### config.mk
export PLATFORM = sky130hd
export DESIGN_NAME = tmr_bank
export DESIGN_NICKNAME = d
export VERILOG_FILES = /design/src/rtl/tmr_pkg.sv /design/src/rtl/tmr_prescale.sv /design/src/rtl/tmr_down.sv /design/src/rtl/tmr_csr.sv /design/src/rtl/tmr_bank.sv
export SDC_FILE = /design/constraint.sdc
export NUM_CORES = 1
export LEC_CHECK = 0
export BUFFER_PORTS_ARGS = -buffer_cell sky130_fd_sc_hd__buf_2
export CAP_MARGIN = 15
export CORE_MARGIN = 2
export CORE_UTILIZATION = 50
export DETAILED_ROUTE_END_ITERATION = 10
export GPL_ROUTABILITY_DRIVEN = 0
export HOLD_SLACK_MARGIN = 0.02
export PLACE_DENSITY = 0.68
export SYNTH_ARGS = -nofsm -noshare
export SYNTH_HDL_FRONTEND = slang
export SYNTH_SLANG_ARGS = --single-unit
### constraint.sdc
create_clock -name clk -period 2.8 [get_ports clk]
set_input_delay 0.56 -clock clk [delete_from_list [all_inputs] [get_ports clk]]
set_output_delay 0.56 -clock clk [all_outputs]
set_load 0.01 [all_outputs]
### src/rtl/tmr_pkg.sv
package tmr_pkg;
  localparam int NUM_CH   = 5;
  localparam int BUS_W    = 8;
  localparam int ADDR_W   = 8;
  localparam logic [ADDR_W-1:0] CSR_ADDR = 8'hA0;

  // status/enable bit position of channel index i (channels 1,4,5,6,7)
  function automatic int ch_bit(input int i);
    case (i)
      0:       return 1;
      1:       return 4;
      2:       return 5;
      3:       return 6;
      default: return 7;
    endcase
  endfunction

  // period register address of channel index i
  function automatic logic [ADDR_W-1:0] per_addr(input int i);
    case (i)
      0:       return 8'hA3;
      1:       return 8'hA9;
      2:       return 8'hAB;
      3:       return 8'hAD;
      default: return 8'hAF;
    endcase
  endfunction
endpackage

### src/rtl/tmr_prescale.sv
module tmr_prescale #(
  parameter int DIV = 2
) (
  input  logic clk,
  input  logic rst_n,
  input  logic run,
  output logic tick
);
  localparam int DW = (DIV > 1) ? $clog2(DIV) : 1;
  localparam logic [DW-1:0] LAST = DW'(DIV - 1);

  logic [DW-1:0] div_q;

  always_ff @(posedge clk) begin
    if (!rst_n || !run)   div_q <= '0;
    else if (div_q == LAST) div_q <= '0;
    else                  div_q <= div_q + 1'b1;
  end

  assign tick = run && (div_q == LAST);
endmodule

### src/rtl/tmr_down.sv
module tmr_down #(
  parameter int CNT_W = 8
) (
  input  logic             clk,
  input  logic             rst_n,
  input  logic             tick,
  input  logic             per_we,
  input  logic [CNT_W-1:0] per_wdata,
  output logic             done
);
  logic [CNT_W-1:0] per_q;
  logic [CNT_W-1:0] cnt_q;
  logic             at_zero;

  assign at_zero = (cnt_q == '0);
  assign done    = tick && at_zero;

  always_ff @(posedge clk) begin
    if (!rst_n)      per_q <= '0;
    else if (per_we) per_q <= per_wdata;
  end

  always_ff @(posedge clk) begin
    if (!rst_n)       cnt_q <= '0;
    else if (tick) begin
      if (at_zero)    cnt_q <= per_q;
      else            cnt_q <= cnt_q - 1'b1;
    end
  end
endmodule

### src/rtl/tmr_csr.sv
module tmr_csr
  import tmr_pkg::*;
#(
  parameter int N = NUM_CH
) (
  input  logic             clk,
  input  logic             rst_n,
  input  logic             rd_hit,
  input  logic             wr_hit,
  input  logic [N-1:0]     ie_wdata,
  input  logic             run_wdata,
  input  logic [N-1:0]     done,
  output logic             run,
  output logic [N-1:0]     ie,
  output logic [N-1:0]     flags,
  output logic [BUS_W-1:0] rdata,
  output logic             irq
);
  logic [BUS_W-1:0] status;
  logic [N-1:0]     kept;

  always_comb begin
    status = '0;
    for (int i = 0; i < N; i++) status[ch_bit(i)] = flags[i];
  end

  // a read clears what it returned; flags arriving on that edge still land
  assign kept = rd_hit ? '0 : flags;

  always_ff @(posedge clk) begin
    if (!rst_n) flags <= '0;
    else        flags <= kept | done;
  end

  always_ff @(posedge clk) begin
    if (!rst_n) begin
      ie  <= '0;
      run <= 1'b0;
    end else if (wr_hit) begin
      ie  <= ie_wdata;
      run <= run_wdata;
    end
  end

  always_ff @(posedge clk) begin
    if (!rst_n) rdata <= '0;
    else        rdata <= rd_hit ? status : '0;
  end

  assign irq = |(flags & ie);
endmodule

### src/rtl/tmr_bank.sv
module tmr_bank
  import tmr_pkg::*;
#(
  parameter int CNT_W = 8,
  parameter int DIV   = 2
) (
  input  logic              clk,
  input  logic              rst_n,
  input  logic [ADDR_W-1:0] bus_addr,
  input  logic [BUS_W-1:0]  bus_wdata,
  input  logic              bus_we,
  input  logic              bus_re,
  output logic [BUS_W-1:0]  bus_rdata,
  output logic              irq
);
  logic              rd_hit, wr_hit;
  logic              run, tick;
  logic [NUM_CH-1:0] ie_wdata, ie, flags, done;

  assign rd_hit = bus_re && (bus_addr == CSR_ADDR);
  assign wr_hit = bus_we && (bus_addr == CSR_ADDR);

  tmr_prescale #(.DIV(DIV)) u_pre (
    .clk(clk), .rst_n(rst_n), .run(run), .tick(tick)
  );

  for (genvar g = 0; g < NUM_CH; g++) begin : g_ch
    logic per_we;
    assign per_we      = bus_we && (bus_addr == per_addr(g));
    assign ie_wdata[g] = bus_wdata[ch_bit(g)];
    tmr_down #(.CNT_W(CNT_W)) u_ch (
      .clk(clk), .rst_n(rst_n), .tick(tick), .per_we(per_we),
      .per_wdata(bus_wdata[CNT_W-1:0]), .done(done[g])
    );
  end

  tmr_csr #(.N(NUM_CH)) u_csr (
    .clk(clk), .rst_n(rst_n), .rd_hit(rd_hit), .wr_hit(wr_hit),
    .ie_wdata(ie_wdata), .run_wdata(bus_wdata[0]), .done(done),
    .run(run), .ie(ie), .flags(flags), .rdata(bus_rdata), .irq(irq)
  );
endmodule

# After elaboration in Yosys (flattened, before gate mapping)

Cells that the tools add are included.
Widths: inputs -> output; s select.

$add $sub $neg: 6
$mul: 0
Div/mod/pow operators: 0
$lt $le $gt $ge: 0
Equal/unequal tests: 6
Shifts and indexed selects: 0
Muxes and demuxes: 6
Bitwise operators: 2
Reduce and logical (&&, ||, !) cells: 24

Operators by type and width:

| operator            | number |
|---|---|
| $eq 8x8->1 const B  | 6 |
| $logic_not 8->1     | 5 |
| $mux 8              | 5 |
| $sub 8x1->8 const B | 5 |
| $logic_and 1x1->1   | 13 |
| $and 5x5->5         | 1 |
| $mux 5              | 1 |
| $or 5x5->5          | 1 |
| $reduce_or 5->1     | 1 |
| $logic_not 1->1     | 2 |
| $reduce_and 2->1    | 1 |
| $reduce_or 2->1     | 1 |
| $add 1x1->1 const B | 1 |
| $logic_or 1x1->1    | 1 |

Flip-flop bits (word level): 100
Latch bits: 0
Memory bits (writable): 0
Memory bits (read-only): 0
Input port bits: 20
Output and inout port bits: 9
Logic and storage cells: 60
Memories kept: 0

# Longest topological paths before layout

Gate-level depths: netlist of the first run.

Depth in word-level cells: 4
Mapped depth: 6
Mapped depth without buffers: 6

# Modules after synthesis

Synthesis of the first run repeated with hierarchy kept, for this count alone.

Cell total of the unflattened synthesis: 515
Area total of the unflattened synthesis: 4782.1 µm²

By module, submodules not included:

| module       | instances | cells an instance | area each (µm²) | sequential area each (µm²) |
|---|---|---|---|---|
| tmr_down     | 5         | 89                | 813.3           | 320.3 |
| tmr_csr      | 1         | 52                | 585.6           | 320.3 |
| tmr_bank     | 1         | 15                | 93.8            | 0.0 |
| tmr_prescale | 1         | 3                 | 36.3            | 20.0 |

# Worst setup path after synthesis of the first run

Ideal clock, no wire load.

Kind: register to register
Start point: register g_ch[4].u_ch.cnt_q[0]
End point: register g_ch[4].u_ch.cnt_q[0]
Setup time: 0.120 ns
Arrival time: 1.677 ns
Required time: 2.680 ns
Path slack: 1.003 ns
Cell stages (with the launch flop): 7
Buffers on the path: 0
Clock period less this slack: 1.797 ns
Path through: dfxtp_1 inv_1 ha_1 or4b_4 nor4_4 nor3_1 o31a_1

Cells in the longest elaborated chain, start to end: 2
Elaborated cells between the ends (all ways): 3
Classes of those cells: add/sub (1); mux (1); reduce/logical (1)

RTL lines:

| what                                                  | RTL line                       | source |
|---|---|---|
| start, declared                                       | tmr_down.sv:12                 | `logic [CNT_W-1:0] cnt_q;` |
| start signal, assigned                                | tmr_down.sv:26                 | `if (at_zero) cnt_q <= per_q;` |
| start signal, assigned                                | tmr_down.sv:27                 | `else cnt_q <= cnt_q - 1'b1;` |
| $sub 8x1->8 / $logic_not 8->1 (equally long branches) | tmr_down.sv:27, tmr_down.sv:15 |  |
| $mux 8 *                                              | tmr_down.sv:26                 |  |

Mark *: on every way between the ends. The rest lies on a longest branch, timed or not.
A chain may end at the register's enable or synchronous reset.

# Final worst setup path of the first run

Start point: register u_csr.run
End point: register g_ch[3].u_ch.cnt_q[5]

Cells in the longest elaborated chain, start to end: 1

RTL lines:

| what                   | RTL line           | source |
|---|---|---|
| start, declared        | tmr_csr.sv:13      | `output logic run,` |
| start signal, assigned | tmr_csr.sv:41      | `run <= run_wdata;` |
| $logic_and 1x1->1      | tmr_prescale.sv:20 | `assign tick = run && (div_q == LAST);` |
| end signal, assigned   | tmr_down.sv:26     |  |
| end signal, assigned   | tmr_down.sv:27     |  |
| end, declared          | tmr_down.sv:12     |  |

No other way between the ends.

==> qor.csv, run 1 <==
metric,value,unit
Overall Global Routing Usage,0.2347,
drt first-iter violations,204,
CTS root buffer,clkbuf_8,
Final Setup Violations,0,
first-pass GRT wire length,17820,um
DR vias/cell,6.032,
CP endpoint,g_ch[3].u_ch.cnt_q[5],
Logic pwr share,0.031,
Mapped Avg Cell Area,8.591,um2
DR WL/cell,16.87,um
hold_buf cts,0,
Critical Path Source,u_csr.run,
die width,96.69,um
initial core utilization,0.5202,
outcome,"complete, no violations",
area grow syn2layout,10.34,%
ANT cells,0,
Final Util,0.5739,
share of layout cells above drive strength 1,0.1181,
final std cells w/o fill,630,
Cell Int Power,1942,uW
"Cell Area, Synth",4295,um2
post-DP HPWL,7524,um
critical path class,reg -> reg,
Post-CTS Resized,0,
Tightest Pin Transition,0.7717,ns
YS warnings,0,
dpl cells,614,
Post-CTS Setup Bufs,0,
ANT nets after route,0,
total number of vias,3800,
Async SR Flop Fraction,0,
Synth Register Bits,97,
Max-cap violations,0,
CP arrival,2.50,ns
largest net degree at the start of global routing,35,
crit start category,flip-flop,
dpl cell area,4504,um2
register-to-register setup slack,0.58,ns
"Non-Filler Cell Area, Final",4740,um2
drt pass-1 iters,5,
worst reg2reg path startpoint,u_csr.run,
Max-slew headroom,0.4808,
# IOs,29,
vias in the first global route,3517,
minimum clock period,2.223,ns
r2r endpoint,g_ch[3].u_ch.cnt_q[5],
fmax,449.8,MHz
fillers,743,
drc violations,0,
cell count after synthesis,500,
Sw Pwr,572.9,uW
final worst-path cycle share,0.7940,
Worst Path Required,3.07,ns
chip height,96.69,um
clk_skew,0.01050,ns
Sequential Power Share,0.549,
CP max FO,12,
Core Box Area,8258,um2
PortBufs,25,
DRT Wirelength,10630,um
total grt overflow,0,
clock sinks,97,
Critical-path top delay cell,nor4_1,
die area,9348,um2
FP Rows,33,
number of flops mapped to enable cells by yosys,0,
ys flop type,dfxtp_1,
Power Density,530.6,nW/um2
unique cell type count in the Yosys netlist,62,
Final Max Tran Viols,0,
Sw Share,0.2278,
critical path endpoint category,flip-flop,
layout net count,546,
length in cells of the worst reg-to-reg path,4,
crit-path cells,nand2_1 > nor4_1 > a31oi_1 > a311oi_1,
RSZ-0062 raised after global routing,no,
Leakage,0.001797,uW
CTS Buffer Depth,2,
maximum VDD drop,0.2437,mV
Hold WC Path Type,in -> reg,
CTS tree,done,
H-tree levels,3,
antenna violations before repair,0,
Setup TNS,0,ns
CP max stage delay,0.71,ns
clock network power share,0.420,
Clock transition at path regs,0.10,ns
clock latency on the worst-skew pair,0.36,ns
register area share after synthesis,0.4521,
Final Hold Vio Count,0,
Inserted Clock Buffers,9,
-- flip-flops by register name (all words and copies together), names as in the netlist --
signal / cells
g_ch.u_ch.per_q: 40
u_csr.flags: 5
u_pre.div_q: 1
u_csr.ie: 5
u_csr.run: 1
g_ch.u_ch.cnt_q: 40
u_csr.rdata: 5
-- kinds of logic (layout without fill, tap and decap cells) --
family | after synthesis | after routing | synth area share
AND/OR/NAND/NOR | 215 | 215 | 0.2724
AO/OA/AOI/OAI | 123 | 123 | 0.1751
flip-flops | 97 | 97 | 0.4521
buffers and inverters | 39 | 62 | 0.03903
multiplexers | 15 | 15 | 0.03495
adder cells (fa/ha/maj) | 6 | 6 | 0.01748
XOR/XNOR | 4 | 4 | 0.008158
other | 1 | 3 | 0.0008730
-- through the flow --
stage / setup WS [ns] / power, uW / hold slack, ns
after floorplan: 1.003 / 1451 / 0.4347
after global placement: 0.6344 / 1491 / 0.4532
after detailed placement: 0.6085 / 1490 / 0.4639
after CTS: 0.5834 / 2541 / 0.4291
after global routing: 0.3890 / 2603 / 0.4484
final: 0.5767 / 2515 / 0.4477
-- cells in the mapped netlist (2+ instances only) --
library cell | instances | area (um2)
nand4b_1 | 5 | 43.79
buf_2 | 2 | 10.01
a21oi_1 | 19 | 95.09
and2_1 | 11 | 68.82
nor2_1 | 32 | 120.1
o311ai_0 | 2 | 17.52
nor3_1 | 13 | 65.06
or2_2 | 4 | 25.02
a311oi_1 | 2 | 17.52
nand3b_1 | 2 | 15.01
o31ai_1 | 7 | 52.55
o22ai_1 | 5 | 31.28
o41ai_1 | 2 | 17.52
o21ai_0 | 57 | 285.3
xnor2_1 | 2 | 17.52
mux2i_1 | 15 | 150.1
nand2_1 | 39 | 146.4
nand2b_1 | 6 | 37.54
a31oi_1 | 11 | 68.82
or4_1 | 6 | 45.04
nand3_1 | 55 | 275.3
o21a_1 | 2 | 15.01
dfxtp_1 | 97 | 1942
nor4b_1 | 2 | 17.52
clkbuf_1 | 13 | 48.80
buf_4 | 3 | 22.52
or3_1 | 10 | 62.56
and3_1 | 2 | 12.51
inv_1 | 12 | 45.04
o31a_1 | 2 | 17.52
ha_1 | 6 | 75.07
nor3b_1 | 2 | 15.01
buf_1 | 8 | 30.03
nand4_1 | 5 | 31.28
nor4_1 | 10 | 62.56
xor2_1 | 2 | 17.52
nor2b_1 | 2 | 12.51
-- how the worst min path moves through the flow --
stage,end,cells after the start,slack (ns),from
after floorplan,u_csr.flags[1],2,0.43,u_csr.flags[1]
after global placement,g_ch[2].u_ch.per_q[2],2,0.45,g_ch[2].u_ch.per_q[2]
after detailed placement,g_ch[4].u_ch.per_q[1],2,0.46,g_ch[4].u_ch.per_q[1]
after CTS,u_csr.ie[2],3,0.43,bus_wdata[5]
after global routing,u_csr.ie[4],3,0.45,bus_wdata[7]
final,u_csr.ie[2],3,0.45,bus_wdata[5]
-- per-layer routing --
layer  up-vias  GRT usage  part of all wire
li1       1877          -                 -
met1      1792     0.3247              0.47
met2       114     0.3702              0.47
met3        17    0.04480             0.051
met4         0    0.07692             0.015
met5         -          0                 0
-- power by group through the flow --
stage / logic [uW] / clock network (uW) / registers [uW]
floorplan: 39.8 / 0 / 1410
global placement: 78.7 / 0 / 1410
detailed placement: 78.5 / 0 / 1410
CTS: 78.6 / 1080 / 1380
global route: 84.8 / 1140 / 1380
finish: 79.2 / 1060 / 1380
-- worst max-delay path, delay by kind of cell, from the launching register on --
kind	cells	cell delay [ns]
simple gates	2	1.13
compound gates	2	0.45
flops	1	0.57
-- area by class of cell --
type,count,area (um2),share of cell area
multi-input cells,366,2193,0.4628
inverters,12,45.04,0.009504
clock buffers,10,137.6,0.02904
flip-flops and latches,97,1942,0.4097
clock inverters,6,97.59,0.02059
well taps,105,131.4,0.02772
repair buffers,34,192.7,0.04065
-- cells in the final DEF, fill, tap and decap left out, types with 6 or more instances in the layout --
cell and instances:
a21oi_1 19, nand2_1 39, dfxtp_1 97, nor2_1 32, and2_1 11, inv_1 12, clkbuf_8 10, or4_1 6
nor4_1 10, buf_2 25, nor3_1 13, a31oi_1 11, o21ai_0 57, ha_1 6, nand2b_1 6, o31ai_1 7
mux2i_1 15, or3_1 10, nand3_1 55, buf_4 9
Note: power is estimated with default switching activity, not from simulation.
==> run 2, diff against run 1 <==
--- a/config.mk
+++ b/config.mk
@@ -5,6 +5,7 @@
 export SDC_FILE = /design/constraint.sdc
 export NUM_CORES = 1
 export LEC_CHECK = 0
+export ABC_AREA = 1
 export BUFFER_PORTS_ARGS = -buffer_cell sky130_fd_sc_hd__buf_2
 export CAP_MARGIN = 15
 export CORE_MARGIN = 2
@@ -12,7 +13,7 @@
 export DETAILED_ROUTE_END_ITERATION = 10
 export GPL_ROUTABILITY_DRIVEN = 0
 export HOLD_SLACK_MARGIN = 0.02
-export PLACE_DENSITY = 0.68
+export PLACE_DENSITY = 0.7
 export SYNTH_ARGS = -nofsm -noshare
 export SYNTH_HDL_FRONTEND = slang
 export SYNTH_SLANG_ARGS = --single-unit
==> constraint.sdc (replaced) <==
create_clock -name clk -period 2 [get_ports clk]
set_input_delay 0.4 -clock clk [delete_from_list [all_inputs] [get_ports clk]]
set_output_delay 0.4 -clock clk [all_outputs]
set_load 0.01 [all_outputs]
==> qor.csv, run 2 <==
metric,value,unit
critical path class,reg -> out,
WP buf/inv,1,
CTS root buffer,clkbuf_8,
clock latency on the worst-skew pair,0.36,ns
CP max stage delay,0.35,ns
DR WL/cell,12.91,um
register area share after synthesis,0.4190,
FP Rows,35,
Post-synth top cells,"nand2_1, nor2_1, dfxtp_1, inv_1, a21oi_1",
final worst-path cycle share,0.8378,
RSZ-0062 raised after global routing,no,
PortBufs,25,
Max-cap violations,0,
Core Box Area,9109,um2
initial core utilization,0.5088,
Final Hold Vio Count,0,
vias in the first global route,4099,
share of layout cells above drive strength 1,0.08787,
worst reg2reg path startpoint,g_ch[3].u_ch.cnt_q[0],
drc violations,0,
ANT nets after route,0,
clock sinks,97,
Worst Path Required,1.60,ns
Hold WC Path Type,in -> reg,
YS warnings,0,
first-pass GRT wire length,18380,um
most frequent cell after synthesis,nand2_1,
Yosys top cell by area,dfxtp_1,
outcome,"complete, no violations",
ys flop type,dfxtp_1,
cell count after synthesis,688,
Async SR Flop Fraction,0,
Mapped Avg Cell Area,6.736,um2
minimum clock period,1.676,ns
top flop regs,"g_ch.u_ch.cnt_q: 40 flops, g_ch.u_ch.per_q: 40 flops",
die area,10060,um2
largest net degree at the start of global routing,37,
"commonest non-fill, non-tap cell in the layout",nand2_1,
post-DP HPWL,7574,um
Critical Path Source,u_csr.flags[3],
hold_buf cts,0,
final setup margin,0.3244,ns
DRT Wirelength,10690,um
CTS Buffer Depth,2,
total grt overflow,0,
Critical-path top delay cell,dfxtp_1,
antenna violations before repair,0,
Overall Global Routing Usage,0.2288,
chip height,100.3,um
met1 Use GR,0.2838,
crit-path cells,nand2_1 > o21ai_0 > a21oi_1 > o221ai_1 > buf_2,
layout net count,738,
drt first-iter violations,235,
Inserted Clock Buffers,9,
grt peak-use layer,met2,
DR vias/cell,5.204,
met3 Use GR,0.04387,
drt pass-1 iters,5,
Leakage,0.002247,uW
maximum VDD drop,0.4490,mV
Power Density,686.7,nW/um2
Post-CTS Resized,0,
H-tree levels,3,
register-to-register setup slack,0.36,ns
Hold Startpoint,bus_wdata[4],
CP arrival,1.28,ns
die width,100.3,um
share of Yosys cell area claimed by the top area cell type,0.4190,
Final Setup Violations,0,
Synth Register Bits,97,
clk_skew,0.01086,ns
total number of vias,4309,
Final Max Tran Viols,0,
# IOs,29,
unique cell type count in the Yosys netlist,34,
Clock transition at path regs,0.09,ns
Setup TNS,0,ns
CTS tree,done,
critical path's top delay family,flip-flops,
fmax,596.8,MHz
most frequent cells in the layout,"nand2_1, nor2_1, dfxtp_1, inv_1, a21oi_1",
critical path endpoint category,output port,
area grow syn2layout,9.773,%
ANT cells,0,
number of flops mapped to enable cells by yosys,0,
"worst slack, placed",0.3355,ns
Post-CTS Setup Bufs,0,
crit start category,flip-flop,
met2 GRT Util,0.4047,
CP max FO,3,
"Cell Area, Synth",4634,um2
synth top area cells,"dfxtp_1, nand2_1, nor2_1, inv_1, a21oi_1",
run 2: final timing paths:
check                                              to  depth (start not counted)
worst min register to register            u_pre.div_q                          1
worst max-delay path                              irq                          5
worst max register to register  g_ch[3].u_ch.cnt_q[5]                         12
worst min-delay path                      u_csr.ie[1]                          3
run 2: final cells by class:
type                            count  area (um2)
Fill cell                         896        4021
Timing Repair Buffer               37       215.2
Clock buffer                       12       155.1
Inverter                           95       356.6
Sequential cell                    97        1942
Multi-Input combinational cell    472        2205
Clock inverter                      4       75.07
Tap cell                          111       138.9
run 2: worst reg2reg max path, cell delays in order (launching register included):
cell and delay, ns:
dfxtp_1 0.32, inv_1 0.08, ha_1 0.17, inv_1 0.05, nor2_2 0.13, nand2_1 0.09, nor2_1 0.22, nand2_1 0.20
inv_1 0.11, nand2_1 0.05, nand3_1 0.07, nand2_1 0.05, inv_1 0.05
run 2: metrics by stage:
stage	power, uW	cell area [um2]	util	hold slack [ns]	instances
global route	3633	5087	0.5585	0.3390	828
global placement	2095	4857	0.5332	0.4084	812
finish	3494	5087	0.5585	0.3397	828
detailed placement	2096	4857	0.5332	0.4144	812
CTS	3524	5087	0.5585	0.3234	828
floorplan	2045	4642	-	0.3994	690
run 2: power by group:
part	internal (uW)	leakage, uW	switching, uW
registers	1930	0.000781	0.937
clock network	774	0.000109	668
logic	32.3	0.00136	87.0
run 2: cells by family (layout without fill, tap and decap cells):
kind of cell	Yosys count	after routing	share of synthesized area
DFF	97	97	0.4190
other	1	3	0.0008092
xor gates and xnor gates	3	3	0.005671
AOI/OAI and AO/OA	144	144	0.1652
adders and majority gates	6	6	0.01620
buffers and inverters	121	148	0.1069
and+or+nand+nor	316	316	0.2862
run 2: metal layers:
metal / routed length [um] / vias up / part of all wire
met1: 4833 / 1990 / 0.45
met5: 0 / - / 0
li1: - / 2242 / -
met3: 341 / 8 / 0.032
met4: 99 / 0 / 0.0093
met2: 5414 / 69 / 0.51
==> run 3, diff against run 2 <==
==> constraint.sdc (replaced) <==
create_clock -name clk -period 1.39 [get_ports clk]
set_input_delay 0.278 -clock clk [delete_from_list [all_inputs] [get_ports clk]]
set_output_delay 0.278 -clock clk [all_outputs]
set_load 0.01 [all_outputs]
==> qor.csv, run 3 (same netlist as run 2, synthesis figures left out) <==
metric,value,unit
die area,10060,um2
clock sinks,97,
layout net count,770,
"worst slack, placed",-0.06729,ns
Overall Global Routing Usage,0.2292,
ANT cells,0,
Final Hold Vio Count,0,
final worst-path cycle share,1.076,
Leakage,0.002483,uW
critical path endpoint category,output port,
Final Setup Violations,5,
die width,100.3,um
CP arrival,1.22,ns
# IOs,29,
CTS root buffer,clkbuf_8,
Sw Pwr,1092,uW
Final Max Tran Viols,0,
outcome,"finished, violations left",
H-tree levels,3,
RSZ-0062 raised after global routing,yes,
CTS tree,done,
CTS Buffer Depth,2,
top flop regs,"g_ch.u_ch.cnt_q: 40 flops, g_ch.u_ch.per_q: 40 flops",
"commonest non-fill, non-tap cell in the layout",nand2_1,
clock network power share,0.383,
Sw Share,0.2275,
drt first-iter violations,221,
CP max FO,2,
Critical-path top delay cell,dfxtp_2,
DRT Wirelength,11680,um
Clock transition at path regs,0.09,ns
largest net degree at the start of global routing,63,
share of layout cells above drive strength 1,0.2417,
drc violations,0,
clock latency on the worst-skew pair,0.36,ns
chip height,100.3,um
Cell Int Power,3710,uW
PortBufs,25,
critical path class,reg -> out,
crit-path cells,nand2_1 > o21ai_2 > a21oi_1 > o221ai_1 > buf_2,
area grow syn2layout,23.19,%
Final Util,0.6268,
Setup TNS,-0.1520,ns
Final Total Pwr,4802,uW
final setup margin,-0.1060,ns
failing checks,negative setup slack,
DR WL/cell,13.58,um
Logic pwr share,0.038,
total number of vias,4528,
CP max stage delay,0.33,ns
maximum VDD drop,0.6500,mV
fmax,668.5,MHz
Max-cap violations,0,
FP Rows,35,
DR vias/cell,5.265,
post-DP HPWL,7584,um
most frequent cells in the layout,"nand2_1, nor2_1, dfxtp_1, inv_1, a21oi_1",
Inserted Clock Buffers,9,
Min Hold Slack,0.2189,ns
vias in the first global route,4162,
first-pass GRT wire length,18420,um
Hold WC Path Type,in -> reg,
drt pass-1 iters,5,
clk_skew,0.01329,ns
Worst Path Required,1.11,ns
hold_buf cts,0,
Sequential Power Share,0.579,
antenna violations before repair,0,
length in cells of the worst reg-to-reg path,12,
initial core utilization,0.5088,
crit start category,flip-flop,
total grt overflow,0,
hold path cells,3,
Core Box Area,9109,um2
ANT nets after route,0,
minimum clock period,1.496,ns
Power Density,841.1,nW/um2
## run 3: cell types whose count changed in the layout (fill, tap and decap cells not counted), moves of 7 or more
| cell | delta |
|---|---|
| nand2_2 | +13 |
| inv_1 | -17 |
| buf_4 | +20 |
| nand3_2 | +9 |
| nor2_4 | +12 |
| o21ai_0 | -7 |
| nand2_1 | -16 |
| inv_2 | +14 |
| nor2_1 | -16 |
| nand3_1 | -10 |
| dfxtp_2 | +13 |
| dfxtp_1 | -13 |
## run 3: worst paths after layout
| kind | startpoint | end | slack, ns |
|---|---|---|---|
| hold / removal | bus_wdata[6] | u_csr.ie[3] | 0.22 |
| setup reg to reg | g_ch[3].u_ch.cnt_q[1] | g_ch[3].u_ch.cnt_q[5] | -0.02 |
| hold reg to reg | u_pre.div_q | u_pre.div_q | 0.43 |
| setup / recovery | u_csr.flags[3] | irq | -0.11 |
## run 3: power by group through the flow
stage | Sequential, uW | Clock (uW) | Combinational (uW)
after floorplan | 2850 | 0 | 97.0
after global placement | 2850 | 0 | 179
after detailed placement | 2850 | 0 | 179
after CTS | 2780 | 1890 | 180
after global routing | 2780 | 2000 | 201
final | 2780 | 1840 | 183
## run 3: layer usage
layer / vias up / global-route usage / part of all wire
li1: 2310 / - / -
met1: 2098 / 0.2793 / 0.43
met2: 100 / 0.4084 / 0.51
met3: 20 / 0.04109 / 0.037
met4: 0 / 0.07482 / 0.020
met5: - / 0 / 0
## run 3: critical path: cells and delay by family (launching register included)
family / cells / cell delay (ns)
AO/OA/AOI/OAI: 3 / 0.30
buffers and inverters: 1 / 0.16
flip-flops: 1 / 0.33
AND/OR/NAND/NOR: 1 / 0.07
## run 3: cell type report
type                       count  area, um2
tap                          111      138.9
fill                         825       3400
inverter                      95      364.1
clock inverter                 5      55.05
timing repair buffer          69      546.8
multi-input combinational    472       2505
clock buffer                  11      141.4
sequential                    97       1958
## run 3: stage by stage
stage          instances  cell area [um2]
6_report             860             5709
5_1_grt              860             5709
4_1_cts              855             5398
3_5_place_dp         832             5085
3_3_place_gp         832             5085
2_1_floorplan        690             4644
## run 3: timing repair
| action | in CTS | in global routing |
|---|---|---|
| cloned | 0 | 1 |
| pin swaps | 12 | 40 |
| endpoints found under the setup margin | 18 | 43 |
| resized for setup | 32 | 89 |
| buffers inserted | 7 | 6 |
